### src/rtl/wdt_guard_pkg.sv
package wdt_guard_pkg;
  localparam int MODE_W = 8;
  localparam int SEL_W  = 3;
  localparam logic [MODE_W-1:0] MODE_RST = 8'h67;
  localparam logic [2:0]        FIXED_HI = 3'b011;

  typedef enum logic [1:0] {
    SRC_INT = 2'd0,
    SRC_EXT = 2'd1,
    SRC_OFF = 2'd2
  } src_e;

  typedef struct packed {
    logic [1:0]       clk_sel;
    logic [SEL_W-1:0] per_sel;
  } mode_t;
endpackage

### src/rtl/wdt_mode_reg.sv
module wdt_mode_reg
  import wdt_guard_pkg::*;
(
  input  logic              clk,
  input  logic              rst_n,
  input  logic              wr_en,
  input  logic [MODE_W-1:0] wr_data,
  output mode_t             mode,
  output logic [MODE_W-1:0] rd_data,
  output logic              load
);
  logic written;

  // a write is accepted only while no earlier one has landed
  assign load = wr_en && !written;

  always_ff @(posedge clk or negedge rst_n) begin
    if (!rst_n) begin
      mode    <= mode_t'(MODE_RST[4:0]);
      written <= 1'b0;
    end else if (load) begin
      mode    <= mode_t'(wr_data[4:0]);
      written <= 1'b1;
    end
  end

  assign rd_data = {FIXED_HI, mode};

  p_once_r3: assert property (@(posedge clk) disable iff (!rst_n)
    written |=> $stable(mode));
  p_load_locks_r3: assert property (@(posedge clk) disable iff (!rst_n)
    load |=> (written && !load));
  p_hi_ignored_r2: assert property (@(posedge clk) disable iff (!rst_n)
    (wr_en && wr_data[7:5] != FIXED_HI) |=> (rd_data[7:5] == FIXED_HI));
endmodule

### src/rtl/wdt_src_sel.sv
module wdt_src_sel
  import wdt_guard_pkg::*;
#(
  parameter int INT_EXP = 11,
  parameter int EXT_EXP = 13,
  parameter int EXP_W   = 5
) (
  input  logic             lock_int,
  input  mode_t            mode,
  input  logic             int_tick,
  input  logic             ext_tick,
  output logic             tick,
  output logic [EXP_W-1:0] exp_sel
);
  src_e src;

  always_comb begin
    if (lock_int) begin
      src = SRC_INT;
    end else begin
      unique case (mode.clk_sel)
        2'b10:   src = SRC_EXT;
        2'b11:   src = SRC_OFF;
        default: src = SRC_INT;
      endcase
    end
  end

  always_comb begin
    unique case (src)
      SRC_INT: tick = int_tick;
      SRC_EXT: tick = ext_tick;
      default: tick = 1'b0;
    endcase
  end

  always_comb begin
    if (src == SRC_EXT) exp_sel = EXP_W'(EXT_EXP) + EXP_W'(mode.per_sel);
    else                exp_sel = EXP_W'(INT_EXP) + EXP_W'(mode.per_sel);
  end
endmodule

### src/rtl/wdt_counter.sv
module wdt_counter #(
  parameter int          CNT_W = 20,
  parameter int          EXP_W = 5,
  parameter logic [7:0]  KEY   = 8'hAC
) (
  input  logic             clk,
  input  logic             rst_n,
  input  logic             tick,
  input  logic [EXP_W-1:0] exp_sel,
  input  logic             clear,
  input  logic             key_wr_en,
  input  logic [7:0]       key_wr_data,
  output logic             wdt_rst
);
  logic [CNT_W-1:0] cnt;
  logic [CNT_W-1:0] term;

  // 2^exp - 1; for exp == CNT_W the shift wraps to 0, giving all ones
  assign term = (CNT_W'(1) << exp_sel) - CNT_W'(1);

  always_ff @(posedge clk or negedge rst_n) begin
    if (!rst_n) begin
      cnt     <= '0;
      wdt_rst <= 1'b0;
    end else begin
      wdt_rst <= 1'b0;
      if (key_wr_en) begin
        cnt     <= '0;
        wdt_rst <= (key_wr_data != KEY);
      end else if (clear) begin
        cnt <= '0;
      end else if (tick) begin
        if (cnt == term) begin
          cnt     <= '0;
          wdt_rst <= 1'b1;
        end else begin
          cnt <= cnt + CNT_W'(1);
        end
      end
    end
  end

  p_key_clear_r8: assert property (@(posedge clk) disable iff (!rst_n)
    key_wr_en |=> (cnt == '0));
  p_bad_key_r8: assert property (@(posedge clk) disable iff (!rst_n)
    (key_wr_en && key_wr_data != KEY) |=> wdt_rst);
  p_good_key_r8: assert property (@(posedge clk) disable iff (!rst_n)
    (key_wr_en && key_wr_data == KEY) |=> !wdt_rst);
  p_restart_r9: assert property (@(posedge clk) disable iff (!rst_n)
    wdt_rst |-> (cnt == '0));
  p_cfg_clear_r10: assert property (@(posedge clk) disable iff (!rst_n)
    clear |=> (cnt == '0));
  p_hold_r6: assert property (@(posedge clk) disable iff (!rst_n)
    (!tick && !clear && !key_wr_en) |=> ($stable(cnt) && !wdt_rst));
endmodule

### src/rtl/wdt_guard.sv
module wdt_guard
  import wdt_guard_pkg::*;
#(
  parameter int         INT_EXP = 11,
  parameter int         EXT_EXP = 13,
  parameter logic [7:0] KEY     = 8'hAC
) (
  input  logic       clk,
  input  logic       rst_n,
  input  logic       lock_int_osc,
  input  logic       int_tick,
  input  logic       ext_tick,
  input  logic       mode_wr_en,
  input  logic [7:0] mode_wr_data,
  output logic [7:0] mode_rd_data,
  input  logic       key_wr_en,
  input  logic [7:0] key_wr_data,
  output logic       wdt_rst
);
  localparam int BASE_MAX = (INT_EXP > EXT_EXP) ? INT_EXP : EXT_EXP;
  localparam int MAX_EXP  = BASE_MAX + (1 << SEL_W) - 1;
  localparam int CNT_W    = MAX_EXP;
  localparam int EXP_W    = $clog2(MAX_EXP + 1);

  mode_t            mode;
  logic             cfg_load;
  logic             sel_tick;
  logic [EXP_W-1:0] exp_sel;

  wdt_mode_reg u_mode (
    .clk     (clk),
    .rst_n   (rst_n),
    .wr_en   (mode_wr_en),
    .wr_data (mode_wr_data),
    .mode    (mode),
    .rd_data (mode_rd_data),
    .load    (cfg_load)
  );

  wdt_src_sel #(
    .INT_EXP (INT_EXP),
    .EXT_EXP (EXT_EXP),
    .EXP_W   (EXP_W)
  ) u_src (
    .lock_int (lock_int_osc),
    .mode     (mode),
    .int_tick (int_tick),
    .ext_tick (ext_tick),
    .tick     (sel_tick),
    .exp_sel  (exp_sel)
  );

  p_lock_src_r7: assert property (@(posedge clk) disable iff (!rst_n)
    lock_int_osc |-> (sel_tick == int_tick));
  p_stop_r6: assert property (@(posedge clk) disable iff (!rst_n)
    (!lock_int_osc && mode_rd_data[4:3] == 2'b11) |-> !sel_tick);
  p_ext_src_r5: assert property (@(posedge clk) disable iff (!rst_n)
    (!lock_int_osc && mode_rd_data[4:3] == 2'b10) |-> (sel_tick == ext_tick));

  wdt_counter #(
    .CNT_W (CNT_W),
    .EXP_W (EXP_W),
    .KEY   (KEY)
  ) u_cnt (
    .clk         (clk),
    .rst_n       (rst_n),
    .tick        (sel_tick),
    .exp_sel     (exp_sel),
    .clear       (cfg_load),
    .key_wr_en   (key_wr_en),
    .key_wr_data (key_wr_data),
    .wdt_rst     (wdt_rst)
  );
endmodule

### config.mk
export PLATFORM = sky130hd
export DESIGN_NAME = wdt_guard
export DESIGN_NICKNAME = d
export VERILOG_FILES = /design/src/rtl/wdt_guard_pkg.sv /design/src/rtl/wdt_mode_reg.sv /design/src/rtl/wdt_src_sel.sv /design/src/rtl/wdt_counter.sv /design/src/rtl/wdt_guard.sv
export SDC_FILE = /design/constraint.sdc
export NUM_CORES = 1
export LEC_CHECK = 0
export BUFFER_PORTS_ARGS = -buffer_cell sky130_fd_sc_hd__buf_4
export CAP_MARGIN = 10
export CORE_MARGIN = 3
export CORE_UTILIZATION = 63
export CTS_CLUSTER_SIZE = 16
export DETAILED_ROUTE_END_ITERATION = 6
export HOLD_SLACK_MARGIN = 0.02
export PLACE_DENSITY = 0.86
export SLEW_MARGIN = 25
export SYNTH_ARGS = -nofsm -noshare
export SYNTH_HDL_FRONTEND = slang
export SYNTH_SLANG_ARGS = --single-unit
### constraint.sdc
create_clock -name clk -period 7.4 [get_ports clk]
set_input_delay 0.37 -clock clk [delete_from_list [all_inputs] [get_ports clk]]
set_output_delay 0.37 -clock clk [all_outputs]
set_load 0.02 [all_outputs]
==> metrics.txt, run 1 <==
H-tree depth=1; cell with the largest stage delay on the worst path=or4b_1; slowest stage delay, CP=0.59 ns; Post-Synth Adder-Cell Area=0.0232; final critical-path required period=~5.5 ns; Util after Layout=0.716; area of the mapped netlist=roughly 2500 µm²; setup tns final=0 ns; Core ar.=roughly 3700 µm²; Met3 Wirelength=336 µm; Top delay family on crit path=simple AND/OR/NAND/NOR gates; largest family of logic cells by synthesized area=simple AND/OR/NAND/NOR gates; total die area=~4700 µm²; top layer reached by signal wires=met4; P per Cell Area=175 nW/µm²; Ant. Diodes=0; Synth top area share=0.242; CP Buf/Inv Count=2; Synth Area in Simple Gates=0.306; Final setup violation count=0; worst-margin pin slew=around 0.81 ns; Total Wirelength=around 6100 µm; EDFF count, synth=0; main area contributors after synthesis=dfrtp_1 24%, nand3_1 5.2%, nand2_1 4.5%; count of input and output buffers=25; CP Max Fanout=22; Initial Utilization=0.668; DRC=0; gpl congestion=between 0.8 and 0.9; Ports=32; clk slew on worst S/H paths=0.09 ns; CTS Sinks=27; HPWL after detailed placement=4500 µm; Die Width=68.8 µm; Synth Area in Compound Gates=0.199; status=finished clean; router iterations before antenna repair=5; skew final=0.00513 ns; peak supply drop=109 µV; critical path launch point type=register; Crit. End Element=register; xor/xnor share of the synthesized area=0.0711; Worst Path Required=between 7 and 8 ns; RSZ-0062 raised after global routing=false; most common cell after layout, fill and taps aside=nand2_1; Yosys warning total=0; share of cells above drive strength 1=0.171; nets=338; GRT Overall Usage=0.282; DR WL met2=slightly below 3000 µm; Netlist cell types=64; Cells after Synth=304; slew margin rel.=0.456; Critical Path, Cell by Cell=or3b_1 -> inv_1 -> ha_1 -> or4b_1 -> a32oi_2 -> nor3_1 -> nand3_1 -> ha_1 -> inv_1 -> or4_1 -> nand3_1 -> xnor2_1 -> nand4_1 -> or4_4 -> nand2_2 -> o21ai_0; WL/cell=about 17 µm; Yosys top cell by area=dfrtp_1; placed cells=353; grt total ovfl=0; Final Max Slew Viols=0; fmax=0.180 GHz; Pleak=just under 1 nW; Hold Crit Class=input port to register; synthesized flop and latch total=27; CTS root buffer=clkbuf_8; number of global-route vias before repair=2,162; total CTS buffers=3; critical path arrival=5.69 ns; CTS tree=yes; max capacitance violation total=0; num rows=22; clock tree buffer depth=2; area delta synth->final=7.21%; sequential share of the synthesized area=0.274; Power Total=0.000464 W; Vias=around 2,400; Async S/R FF share, synth=1.00; initial antenna violation count=0; largest net degree at the start of global routing=28; Hold Violations, Final=0; Die H=68.8 µm; CTS resizes=0; multiplexer area fraction after synthesis=0.0514; ys flop type=dfrtp_1; syn_area_per_cell=roughly 8.2 µm²; worst skew pair latency=0.27 ns; Routed Antenna Nets=0; most frequent cells in the layout=30 x nand2_1, 26 x nand3_1, 26 x buf_4; DR vias/cell=6.75; Finished Layout Cells=358; number of DRC markers in iteration 0=slightly above 300; Crit Path Category=register to register; wire length on met1=2730 µm; crit share post-route=0.750; first-pass GRT wire length=10,100 µm
==> timing repair <==
item | in CTS | in global routing
hold buffers | 1 | 0
endpoints found under the hold margin | 24 | 0
setup buffers | 0 | 0
==> kinds of logic (layout without fill, tap and decap cells) <==
logic type               count (synthesis)  count (layout)
AND/OR/NAND/NOR                        137             137
multiplexers                            12              12
flip-flops                              27              27
AO/OA/AOI/OAI                           70              70
buffers and inverters                   34              39
XOR/XNOR                                18              18
other                                    2               3
adder cells (fa/ha/maj)                  4               4
==> synth_stat cells (all sizes together), types with 3 or more instances <==
master,instances
a21oi,10
a31oi,8
and3,7
buf,11
clkbuf,15
dfrtp,24
dfstp,3
ha,3
inv,7
mux2,6
mux2i,6
nand2,31
nand2b,4
nand3,26
nand4,15
nor2,15
nor2b,3
nor3,8
nor4,3
nor4b,3
o211ai,3
o21ai,15
o22ai,4
o311ai,8
or2,6
or3,6
xnor2,12
xor2,6
==> path summary, 6_finish.rpt <==
kind / startpoint / end / slack [ns] / depth (start not counted)
worst min register to register: u_mode.written / u_mode.written / 0.52 / 1
max in group asynchronous: rst_n / u_mode.mode[0] / 6.56 / 2
worst max-delay path: u_mode.mode[3] / u_cnt.cnt[8] / 1.85 / 16
worst min-delay path: mode_wr_data[0] / u_mode.mode[0] / 0.31 / 3
worst max register to register: u_mode.mode[3] / u_cnt.cnt[8] / 1.85 / 16
min in group asynchronous: rst_n / u_cnt.cnt[3] / 0.53 / 2
==> worst min-delay path: stages <==
cell	delay (ns)
buf_4	0.08
nand2_1	0.03
o21ai_0	0.07
==> stage by stage <==
stage / area [µm²] / hold slack, ns / setup WS (ns)
after floorplan: 2490 / 0.0744 / 2.59
after global placement: 2600 / 0.295 / 2.04
after detailed placement: 2610 / 0.296 / 1.96
after CTS: 2660 / 0.316 / 1.91
after global routing: 2660 / 0.317 / 1.58
final: 2660 / 0.312 / 1.85
==> power breakdown <==
group	internal (W)	switching (W)	total (W)
logic	0.0000883	0.000126	0.000214
clock network	0.0000386	0.0000446	0.0000833
registers	0.000154	0.0000132	0.000167
total	0.000281	0.000184	0.000464
==> cell type report <==
| class | count | area, µm² |
|---|---|---|
| clock buffers | 4 | 45.0 |
| fillers | 293 | 1050 |
| inverters | 8 | 30.0 |
| multi-input cells | 244 | 1640 |
| flip-flops and latches | 27 | 679 |
| well taps | 48 | 60.1 |
| repair buffers | 27 | 205 |
==> state kept, by name (all words and copies together) (netlist names) <==
signal	count
u_cnt.wdt_rst	1
u_mode.mode	5
u_mode.written	1
u_cnt.cnt	20
==> routing by layer <==
metal	track usage	vias to the layer above
met5	0	-
met3	0.0357	10
li1	-	1161
met4	0.0827	0
met2	0.455	87
met1	0.394	1160
(Power assumes the default switching activity.)
==> run 2, diff against run 1 <==
CORE_UTILIZATION = 59   (was 63)
PLACE_DENSITY = 0.81   (was 0.86)
clock period = 5.7 ns   (was 7.4 ns; I/O delays follow)
==> metrics.txt, run 2 (synthesis gave the netlist of run 1 again) <==
Final setup violation count=0 (unchanged); initial antenna violation count=0 (unchanged); first-pass GRT wire length=9950 µm (was 10,100 µm); GRT Overall Usage=0.240 (was 0.282); count of input and output buffers=25 (unchanged); clk slew on worst S/H paths=0.08 ns (was 0.09 ns); slew margin rel.=0.448 (was 0.456); P per Cell Area=227 nW/µm² (was 175 nW/µm²); Die H=70.9 µm (was 68.8 µm); Power Total=0.000609 W (was 0.000464 W); most frequent cells in the layout=30 x nand2_1, 29 x buf_4, 26 x nand3_1 (was 30 x nand2_1, 26 x nand3_1, 26 x buf_4); Hold Crit Class=input port to register (unchanged); DR vias/cell=6.68 (was 6.75); critical path arrival=5.39 ns (was 5.69 ns); Crit. End Element=register (unchanged); setup bufs post-CTS=0 (unchanged); Largest register FFs=20 (unchanged); hold_buf cts=1 (unchanged); final critical-path required period=5.25 ns (was 5.55 ns); gpl congestion=0.948 (was 0.851); most common cell after layout, fill and taps aside=nand2_1 (unchanged); slowest stage delay, CP=0.65 ns (was 0.59 ns); share of cells above drive strength 1=0.179 (was 0.171); Largest Register=u_cnt.cnt (unchanged); number of DRC markers in iteration 0=200 (was 310); Worst Path Required=5.84 ns (was 7.55 ns); CP Max Fanout=22 (unchanged); number of global-route vias before repair=2,121 (was 2,162); fmax=0.190 GHz (was 0.180 GHz); Crit Path Category=register to register (unchanged); nets=341 (was 338); crit share post-route=0.921 (was 0.750); Final Max Slew Viols=0 (unchanged); WL/cell=16.6 µm (was 17.1 µm); Core ar.=3850 µm² (was 3720 µm²); Ant. Diodes=0 (unchanged); H-tree depth=1 (unchanged); largest net degree at the start of global routing=28 (unchanged); worst skew pair latency=0.27 ns (about the same); cell with the largest stage delay on the worst path=nor3_1 (was or4b_1); Routed Antenna Nets=0 (unchanged); Vias=2,411 (was 2,418); CTS tree=yes (unchanged); area delta synth->final=8.11% (was 7.21%); layout filler cell count=332 (was 293); Initial Utilization=0.644 (was 0.668); setup tns final=0 ns (unchanged); Total Wirelength=5990 µm (was 6140 µm); Finished Layout Cells=361 (was 358); CTS resizes=0 (unchanged); status=finished clean (unchanged); Top delay family on crit path=simple AND/OR/NAND/NOR gates (unchanged); Hold Violations, Final=0 (unchanged); total die area=5020 µm² (was 4730 µm²); max capacitance violation total=0 (unchanged); Pleak=0.992 nW (was 0.977 nW); total CTS buffers=3 (unchanged); Critical Path, Cell by Cell=or3b_1 -> inv_1 -> ha_1 -> or4b_1 -> a32oi_2 -> nor3_1 -> nand3_1 -> ha_1 -> inv_1 -> nand3_1 -> o21ai_0 -> nor4b_1 -> o211ai_1 -> or4_4 -> nand2_2 -> o311ai_1 (was or3b_1 -> inv_1 -> ha_1 -> or4b_1 -> a32oi_2 -> nor3_1 -> nand3_1 -> ha_1 -> inv_1 -> or4_1 -> nand3_1 -> xnor2_1 -> nand4_1 -> or4_4 -> nand2_2 -> o21ai_0); router iterations before antenna repair=5 (unchanged); grt total ovfl=0 (unchanged); num rows=22 (unchanged); worst-margin pin slew=0.827 ns (was 0.815 ns); Ports=32 (unchanged); clock tree buffer depth=2 (unchanged); RSZ-0062 raised after global routing=false (unchanged); Top Registers=u_cnt.cnt: 20 flops, u_mode.mode: 5 flops (unchanged); HPWL after detailed placement=4290 µm (was 4500 µm); skew final=0.00799 ns (was 0.00513 ns); peak supply drop=138 µV (was 109 µV); Util after Layout=0.696 (was 0.716); placed cells=356 (was 353); DRC=0 (unchanged); CTS Sinks=27 (unchanged); CTS root buffer=clkbuf_8 (unchanged); Die Width=70.9 µm (was 68.8 µm); CP Buf/Inv Count=2 (unchanged); critical path launch point type=register (unchanged)
[run 2: changes by cell type in the layout (fill, tap and decap cells not counted)]
| cell | previous run | this run |
|---|---|---|
| buf_4 | 26 | 29 |
[run 2: where the power goes]
part           total, W  switching (W)  internal (W)
Clock          0.000107      0.0000571     0.0000501
Combinational  0.000285       0.000165      0.000120
Sequential     0.000217      0.0000169      0.000200
Total          0.000609       0.000240      0.000370
[run 2: cell type report]
class                   instances  area [µm²]  share of cell area
repair buffers                 30         228              0.0848
clock buffers                   4        45.0              0.0168
flip-flops and latches         27         679               0.253
well taps                      48        60.1              0.0224
multi-input cells             244        1640               0.612
inverters                       8        30.0              0.0112
[run 2: worst reg2reg max path, delay by kind of cell, from the launching register on]
family	cells	cell delay [ns]
buffers and inverters	2	0.46
and+or+nand+nor	8	3.09
adders and majority gates	2	0.63
DFF	1	0.47
AOI/OAI and AO/OA	4	0.47
[run 2: through the flow]
stage / instance area [µm²] / hold WS (ns) / worst slack, ns
2_1_floorplan: 2490 / -0.0106 / 0.893
3_3_place_gp: 2620 / 0.212 / 0.611
3_5_place_dp: 2630 / 0.217 / 0.574
4_1_cts: 2680 / 0.209 / 0.543
5_1_grt: 2680 / 0.213 / 0.101
6_report: 2680 / 0.213 / 0.450
[run 2: worst paths after layout]
kind                       cells after the start      startpoint  slack, ns             end
max                                           16  u_mode.mode[3]       0.45   u_cnt.cnt[15]
min                                            2      mode_wr_en       0.21  u_mode.written
min in group asynchronous                      2           rst_n       0.50   u_cnt.cnt[12]
max in group asynchronous                      2           rst_n       4.89  u_mode.mode[1]
min reg2reg                                    1  u_mode.written       0.48  u_mode.written
max reg2reg                                   16  u_mode.mode[3]       0.45   u_cnt.cnt[15]
[run 2: per-layer routing]
metal,GRT usage,share of wire,vias to the layer above
met4,0.0668,0.019,0
met2,0.357,0.45,95
met3,0.0455,0.065,15
li1,-,-,1157
met1,0.355,0.46,1144
met5,0,0,-
==> run 3, diff against run 2 <==
CELL_PAD_IN_SITES_DETAIL_PLACEMENT = 1   (was not set)
CELL_PAD_IN_SITES_GLOBAL_PLACEMENT = 2   (was not set)
CORE_UTILIZATION = 35   (was 59)
PLACE_DENSITY = not set   (was 0.81)
PLACE_DENSITY_LB_ADDON = 0.1   (was not set)
==> metrics.txt, run 3 (synthesis gave the netlist of run 1 again) <==
max capacitance violation total=0 (unchanged); Ports=32 (unchanged); Logic pwr share=0.482 (was 0.468); Largest Register=u_cnt.cnt (unchanged); Die H=90.2 µm (was 70.9 µm); footprint of the multi-input gates=1640 µm² (about the same); grt total ovfl=0 (unchanged); most frequent cells in the layout=31 x buf_4, 30 x nand2_1, 26 x nand3_1 (was 30 x nand2_1, 29 x buf_4, 26 x nand3_1); Largest register FFs=20 (unchanged); Initial Utilization=0.363 (was 0.644); RSZ-0062 raised after global routing=false (unchanged); Sw Ratio=0.412 (was 0.393); P_int=0.000371 W (was 0.000370 W); setup tns final=0 ns (unchanged); clk slew on worst S/H paths=0.10 ns (was 0.08 ns); CTS tree=yes (unchanged); clock tree buffer depth=2 (unchanged); CP startpoint=u_mode.mode[3] (unchanged); most common cell after layout, fill and taps aside=buf_4 (was nand2_1); initial antenna violation count=0 (unchanged); share of cells above drive strength 1=0.184 (was 0.179); Switch Pwr=0.000259 W (was 0.000240 W); crit share post-route=0.935 (was 0.921); final critical-path required period=5.33 ns (was 5.25 ns); slew margin rel.=0.471 (was 0.448); CP Max Fanout=22 (unchanged); Top Registers=u_cnt.cnt: 20 flops, u_mode.mode: 5 flops (unchanged); total CTS buffers=3 (unchanged); Worst R2R Setup Slack=0.37 ns (was 0.45 ns); R2R Path Start=u_mode.mode[3] (unchanged); critical path arrival=5.51 ns (was 5.39 ns); CTS Sinks=27 (unchanged); Vias=2,417 (was 2,411); Placement Cell Area=2700 µm² (was 2630 µm²); largest net degree at the start of global routing=28 (unchanged); layout filler cell count=867 (was 332); hold wc startpoint=mode_wr_en (unchanged); Core ar.=6830 µm² (was 3850 µm²); skew final=0.00210 ns (was 0.00799 ns); GRT Overall Usage=0.190 (was 0.240); Crit. End Element=register (unchanged); setup bufs post-CTS=0 (unchanged); Pleak=1.00 nW (was 0.992 nW); count of input and output buffers=25 (unchanged); CTS resizes=0 (unchanged); Final setup violation count=0 (unchanged); gpl congestion=0.817 (was 0.948); Util after Layout=0.403 (was 0.696); nets=343 (was 341); Clk pwr share=0.181 (was 0.176); router iterations before antenna repair=4 (was 5); Flop pwr share=0.336 (was 0.356); HPWL after detailed placement=5460 µm (was 4290 µm); Worst Path Required=5.88 ns (was 5.84 ns); Ant. Diodes=0 (unchanged); Routed Antenna Nets=0 (unchanged); Reg area=679 µm² (unchanged); WL/cell=18.4 µm (was 16.6 µm); reg2reg path depth=15 (was 16); Finished Layout Cells=411 (was 361); Total Wirelength=7580 µm (was 5990 µm); critical path launch point type=register (unchanged); placed cells=406 (was 356); Hold Crit Class=input port to register (unchanged); H-tree depth=1 (unchanged); Die Width=90.2 µm (was 70.9 µm); total die area=8140 µm² (was 5020 µm²); final instance area=2750 µm² (was 2680 µm²); Hold WS=0.203 ns (was 0.213 ns); area delta synth->final=10.9% (was 8.11%); Crit Path Category=register to register (unchanged); DRC=0 (unchanged); CTS root buffer=clkbuf_8 (unchanged); Final Max Slew Viols=0 (unchanged); status=finished clean (unchanged); number of global-route vias before repair=2,482 (was 2,121); num rows=30 (was 22); first-pass GRT wire length=12,900 µm (was 9950 µm); worst-margin pin slew=0.787 ns (was 0.827 ns); peak supply drop=86.5 µV (was 138 µV); fmax=0.188 GHz (was 0.190 GHz); number of DRC markers in iteration 0=106 (was 200); worst skew pair latency=0.28 ns (was 0.27 ns); hold depth=2 (unchanged); Hold Violations, Final=0 (unchanged); DR vias/cell=5.88 (was 6.68); P per Cell Area=229 nW/µm² (was 227 nW/µm²)
==> run 3: cell types whose count changed in the layout (fill, tap and decap cells not counted), sizes merged <==
cell	delta
buf	+2
==> run 3: per-stage QoR <==
stage	setup WS (ns)	power, W
global route	0.0251	0.000673
global placement	0.510	0.000513
finish	0.373	0.000630
CTS	0.416	0.000633
floorplan	0.893	0.000436
detailed placement	0.443	0.000515
==> run 3: cell type report <==
cell class	instances	share of cell area
Timing Repair Buffer	32	0.0882
Tap cell	96	0.0436
Sequential cell	27	0.247
Multi-Input combinational cell	244	0.594
Clock buffer	4	0.0164
Inverter	8	0.0109
==> run 3: worst paths after layout <==
path                                       end
worst max-delay path             u_cnt.cnt[18]
worst min-delay path            u_mode.written
worst max register to register   u_cnt.cnt[18]
worst min register to register  u_mode.written
max in group asynchronous       u_mode.mode[1]
min in group asynchronous         u_cnt.cnt[3]
==> run 3: metal layers <==
metal  vias to the layer above  GRT usage  part of all wire
met2                        37      0.297              0.45
met4                         0     0.0497            0.0078
li1                       1158          -                 -
met1                      1218      0.285              0.51
met3                         4     0.0109             0.027
met5                         -          0                 0
==> run 3: repair_timing <==
action,4_1_cts,5_1_grt
hold buffers,1,0
endpoints found under the hold margin,24,0
setup endpoints to repair,0,0
==> run 3: worst max-delay path: stages, from the launching register on <==
cell and delay, ns:
dfrtp_1 0.47, or3b_1 0.56, inv_1 0.22, ha_1 0.28, or4b_1 0.25, a32oi_2 0.10, nor3_1 0.63, nand3_1 0.16
ha_1 0.38, a2111oi_0 0.62, o22ai_1 0.17, a22o_1 0.27, o211ai_1 0.16, or4_4 0.32, nand2_2 0.27, o311ai_1 0.33
==> run 3: power by group through the flow <==
stage               Sequential (W)  Combinational, W  Clock [W]
CTS                       0.000212          0.000301   0.000119
global route              0.000214          0.000335   0.000125
detailed placement        0.000216          0.000299          0
floorplan                 0.000216          0.000220          0
finish                    0.000212          0.000304   0.000114
global placement          0.000215          0.000298          0
